<file path="src/rtl/enc_front.sv">
module enc_front #(
  parameter int SYNC_STAGES = 2
) (
  input  logic       clk,
  input  logic       rst_n,
  input  logic       a_in,
  input  logic       b_in,
  input  logic       idx_in,
  input  logic [1:0] mode,
  input  logic       idx_pos,
  input  logic       sync_req,
  input  logic       ab_en,
  input  logic       preset_on_idx,
  output logic       cnt_en,
  output logic       cnt_up,
  output logic       idx_evt,
  output logic       preset_ld,
  output logic       sync_eff
);

  localparam logic [1:0] M_STEP = 2'b00;
  localparam logic [1:0] M_X1   = 2'b01;
  localparam logic [1:0] M_X2   = 2'b10;
  localparam logic [1:0] M_X4   = 2'b11;

  logic [SYNC_STAGES-1:0][2:0] sh;
  logic a_s, b_s, i_s;
  logic a_d, b_d, qual_d;
  logic da, db, valid, step_up;
  logic hit, dir_nx, act, qual, ev;

  always_ff @(posedge clk or negedge rst_n) begin
    if (!rst_n) sh <= '0;
    else        sh <= {sh[SYNC_STAGES-2:0], {a_in, b_in, idx_in}};
  end

  assign {a_s, b_s, i_s} = sh[SYNC_STAGES-1];

  assign da      = a_s ^ a_d;
  assign db      = b_s ^ b_d;
  assign valid   = da ^ db;
  assign step_up = da ? (a_s ^ b_s) : ~(a_s ^ b_s);

  always_comb begin
    hit    = 1'b0;
    dir_nx = cnt_up;
    case (mode)
      M_STEP: begin
        hit    = a_s & ~a_d;
        dir_nx = b_s;
      end
      M_X1: hit = valid & da & (a_s == step_up);
      M_X2: hit = valid & da;
      M_X4: hit = valid;
      default: hit = 1'b0;
    endcase
    if (mode != M_STEP && valid) dir_nx = step_up;
  end

  assign sync_eff = sync_req & (mode != M_STEP);
  assign act      = idx_pos ? i_s : ~i_s;
  assign qual     = act & (~sync_eff | (a_s & b_s));
  assign ev       = qual & ~qual_d;

  always_ff @(posedge clk or negedge rst_n) begin
    if (!rst_n) begin
      a_d       <= 1'b0;
      b_d       <= 1'b0;
      qual_d    <= 1'b1;
      cnt_up    <= 1'b1;
      cnt_en    <= 1'b0;
      idx_evt   <= 1'b0;
      preset_ld <= 1'b0;
    end else begin
      a_d       <= a_s;
      b_d       <= b_s;
      qual_d    <= qual;
      cnt_up    <= dir_nx;
      cnt_en    <= hit & ab_en;
      idx_evt   <= ev;
      preset_ld <= ev & preset_on_idx;
    end
  end


  ab_off_chk: assert property (@(posedge clk) disable iff (!rst_n)
    !ab_en |=> !cnt_en);


  no_change_no_count_chk: assert property (@(posedge clk) disable iff (!rst_n)
    (a_s == a_d && b_s == b_d) |=> !cnt_en);


  x2_b_ignored_chk: assert property (@(posedge clk) disable iff (!rst_n)
    (mode == M_X2 && a_s == a_d) |=> !cnt_en);


  idx_single_chk: assert property (@(posedge clk) disable iff (!rst_n)
    idx_evt |=> !idx_evt);


  preset_with_idx_chk: assert property (@(posedge clk) disable iff (!rst_n)
    preset_ld |-> idx_evt);

endmodule

</file>
<file path="config.mk">
export PLATFORM = sky130hd
export DESIGN_NAME = enc_front
export DESIGN_NICKNAME = d
export VERILOG_FILES = /design/src/rtl/enc_front.sv
export SDC_FILE = /design/constraint.sdc
export NUM_CORES = 1
export LEC_CHECK = 0
export BUFFER_PORTS_ARGS = -buffer_cell sky130_fd_sc_hd__buf_2
export CAP_MARGIN = 10
export CORE_AREA = 5 5 42 44
export CTS_CLUSTER_DIAMETER = 120
export DETAILED_ROUTE_END_ITERATION = 10
export DIE_AREA = 0 0 47 49
export SLEW_MARGIN = 5
export SYNTH_ARGS = -nofsm -noshare
export SYNTH_HDL_FRONTEND = slang
export SYNTH_SLANG_ARGS = --single-unit
</file>
<file path="constraint.sdc">
create_clock -name clk -period 2.3 [get_ports clk]
set_clock_uncertainty 0.15 [all_clocks]
set_input_delay 0.23 -clock clk [delete_from_list [all_inputs] [get_ports clk]]
set_output_delay 0.23 -clock clk [all_outputs]
set_load 0.01 [all_outputs]
</file>
# == After elaboration in Yosys (flattened, before gate mapping) ==
# Cells that the tools add are included.
# word_totals
reg_bits,13
elab_cells,41
inputBits,11
output_inout_bits,5
# classes
n_bitwise,19
muxes,5
eq_ne,4
n_reduce_logical,4
# ops
cell,n
$and 1x1->1,9
$not 1->1,5
$eq 2x2->1 const B,2
$mux 1,4
$pmux 1 s4,1
$reduce_bool 2->1,2
$xor 1x1->1,4
$eq 2x1->1 const B,1
$logic_not 2->1,1
$eq 1x1->1,1
$logic_and 1x1->1,1
$or 1x1->1,1

# == Longest topological paths before layout ==
# depth
depth_word,7
ltp_mapped,7
depth_no_buf,7

# == Worst setup path before layout ==
# No wires, ideal clock.
# synth_timing
path_type,register to register
from,"register sh, in the netlist a_s"
to,register cnt_en
path_slack_ps,625
path_stages_with_launch,5
arrival_ps,1394
required_ps,2019
setup_time_ps,131
path_cell_list,dfrtp_1 -> ha_1 -> xnor3_1 -> a311oi_1 -> a211oi_1
# synth_between
elab_chain_len,7
elab_cells_between_ends,11
cone_classes,eq/ne: 1; mux: 2; bitwise: 8
# synth_lines
element,line_no,rtl
from (decl),26,logic [SYNC_STAGES-1:0][2:0] sh;
from (signal assigned),34,"else sh <= {sh[SYNC_STAGES-2:0], {a_in, b_in, idx_in}};"
$xor 1x1->1,42,assign step_up = da ? (a_s ^ b_s) : ~(a_s ^ b_s);
$not 1->1,42,
$mux 1,42,
$eq 1x1->1,52,M_X1: hit = valid & da & (a_s == step_up);
$and 1x1->1,52,
$pmux 1 s4 *,47,case (mode)
$and 1x1->1 *,79,cnt_en <= hit & ab_en;
to (signal assigned),79,
to (decl),14,"output logic cnt_en,"
# Mark *: on every way between the ends. The rest lies on a longest branch, timed or not.
# A chain may end at the register's enable or synchronous reset.

# == Final worst setup path ==
# Ends and elaborated chain as after synthesis.

==> results.sh <==
export IMPL_die_w_microns=47
export IMPL_worstSetupStartpointType="register"
export IMPL_yosys_cell_types_count=16
export IMPL_fin_tns_setup_ps=0
export IMPL_vdd_drop_max_v=0.000350
export IMPL_htreeDepth=1
export IMPL_track_usage_pct=8.93
export IMPL_period_minus_slack_ps=1760
export IMPL_grt_setup_unrepaired="no"
export IMPL_power_density_mw_per_mm2=704
export IMPL_syn_inst=38
export IMPL_path_clk_slew_ps=80
export IMPL_dr_pass1_iters=2
export IMPL_worstHoldPathType="in2reg"
export IMPL_final_util_pct=48.0
export IMPL_vias_per_cell=4.44
export IMPL_nNetsFinal=76
export IMPL_num_antenna_cells=0
export IMPL_clk_latency_ps=260
export IMPL_antenna_left=0
export IMPL_core_area_sq_mm=0.00140
export IMPL_synth_area_leaders="dfrtp_1, dfstp_2, ha_1"
export IMPL_finalWirelength_microns=790
export IMPL_crit_buf_inv=1
export IMPL_status="finished, final reports clean"
export IMPL_max_cap_violations=0
export IMPL_end_kind="register"
export IMPL_worst_slew_pin_slew_ps=285
export IMPL_placementRows=14
export IMPL_cts_setup_buffers=0
export IMPL_grt_max_degree=14
export IMPL_cts_buffers=3
export IMPL_dp_hpwl_microns=610
export IMPL_num_vias=342
export IMPL_drv_slew=0
export IMPL_clk_path_buf_depth=2
export IMPL_cp_slowest_cell="dfrtp_1"
export IMPL_cts_sinks=13
export IMPL_ys_ff_latch=13
export IMPL_hold_viol=0
export IMPL_drtIter0Drc=1
export IMPL_grt_overflow=0
export IMPL_timing_slew_headroom_pct=81.0
export IMPL_cts_tree="built"
export IMPL_start_util_pct=36.5
export IMPL_io_buffers=15
export IMPL_synth_warnings=0
export IMPL_antenna_found_initial=0
export IMPL_grt_first_pass_wirelength_microns=1490
export IMPL_cpPeakStageDelay_ps=420
export IMPL_crit_top_cell="ha_1"
export IMPL_yosysTopAreaCellShare_pct=53.8
export IMPL_wl_per_cell_microns=10.3
export IMPL_crit_required_ps=2330
export IMPL_pin_count=16
export IMPL_cts_root_buf="clkbuf_4"
export IMPL_crit_fanout=4
export IMPL_synth_area_leader_cell="dfrtp_1"
export IMPL_fp_dieArea_sq_mm=0.00230
export IMPL_cp_cell_sequence="ha_1 > inv_1 > ha_1 > nand2_1 > o21ai_0 > a211oi_1"
export IMPL_setup_viol=0
export IMPL_area_delta_synth_final_pct=31.5
export IMPL_synthesis_nets=52
export IMPL_post_route_drc_count=0
export IMPL_crit_family="adder cells"
export IMPL_worstPathArrival_ps=1790
export IMPL_syn_area_per_cell_sq_um=13.5
export IMPL_routabilityCongestion=0.678
export IMPL_period_share_pct=76.6
export IMPL_drive_gt1_share_pct=34.4
export IMPL_grt_pass1_vias=385
export IMPL_fmax_ghz=0.568
export IMPL_synth_seq_area_share_pct=64.1
export IMPL_syn_cell_area_sq_um=512
export IMPL_fp_dieH_microns=49
export IMPL_num_fill_cells=134
export IMPL_power_leakage_nw=0.352
export IMPL_critPathKind="reg2reg"
cells in the mapped netlist:
master    count
dfrtp_1      11
a311oi_1      1
o21ai_1       3
xor2_1        1
inv_1         5
a211oi_1      1
mux2i_1       1
xnor3_1       1
nor3b_1       1
xnor2_1       2
nand2_1       2
nor2_1        2
dfstp_2       2
and2b_4       1
ha_1          3
o21ai_0       1
routing by layer:
layer / part of all wire [%] / global-route usage, %
met1: 38 / 10.4
met2: 51 / 14.0
met3: 10 / 4.43
met4: 0 / 2.76
met5: 0 / 0
repair_timing:
action	CTS	global route
hold endpoints to repair	16	0
resized for setup	0	0
hold buffers	4	0
placed cells by master, fill, tap and decap left out, drive strengths merged:
cell	count
buf	15
dfrtp	11
inv	5
dlygate4sd3	4
o21ai	4
clkbuf	4
ha	3
xnor2	2
nor2	2
nand2	2
dfstp	2
xnor3	1
and2b	1
a311oi	1
a211oi	1
nor3b	1
xor2	1
mux2i	1
worst min-delay path: cells and delay by family:
family	cells	cell delay (ps)
buffers and inverters	2	130
AOI/OAI and AO/OA	1	30
stage by stage:
stage               instance area, sq um  power [W]  cells  hold slack, ps  setup WS (ps)
finish                               673   0.000474     77            16.0            539
global placement                     607   0.000340     69           -24.3            557
CTS                                  673   0.000486     77            6.61            519
detailed placement                   607   0.000342     69           -16.8            539
floorplan                            512   0.000310     38            -216            625
global route                         673   0.000516     77            3.62            388
cell families after synthesis:
logic type | Yosys count | share of synthesized area, %
flops | 13 | 64.1
mux | 1 | 1.96
compound gates | 6 | 7.09
simple gates | 6 | 6.36
buf+inv | 5 | 3.67
xor+xnor | 4 | 9.54
fa+ha+maj | 3 | 7.34
sequential cells by signal (all words and copies together) (netlist names):
signal / flops
cnt_up: 1
b_d: 1
a_d: 1
idx_evt: 1
preset_ld: 1
i_s: 1
cnt_en: 1
a_s: 1
qual_d: 1
b_s: 1
sh: 3
where the power goes:
part	total [W]	internal, W	switching, W
Combinational	0.0000817	0.0000443	0.0000375
Clock	0.000134	0.0000670	0.0000670
Sequential	0.000258	0.000251	0.00000737
Total	0.000474	0.000362	0.000112
cell type report:
type	count	area, sq um	area share [%]
Sequential cell	13	328	48.7
Tap cell	16	20.0	2.97
Clock buffer	4	26.3	3.90
Timing Repair Buffer	19	115	17.1
Inverter	5	18.8	2.79
Multi-Input combinational cell	20	165	24.5
worst paths after layout:
kind,startpoint,endpoint,slack [ps],cells past startpoint
worst max-delay path,a_s$_DFF_PN0_,cnt_en$_DFF_PN0_,540,6
min in group asynchronous,rst_n,cnt_en$_DFF_PN0_,230,2
worst min register to register,sh[0]$_DFF_PN0_,i_s$_DFF_PN0_,190,0
max in group asynchronous,rst_n,qual_d$_DFF_PN1_,1490,2
worst min-delay path,ab_en,cnt_en$_DFF_PN0_,20,3
worst max register to register,a_s$_DFF_PN0_,cnt_en$_DFF_PN0_,540,6
Power figures use the tool's default switching activity.
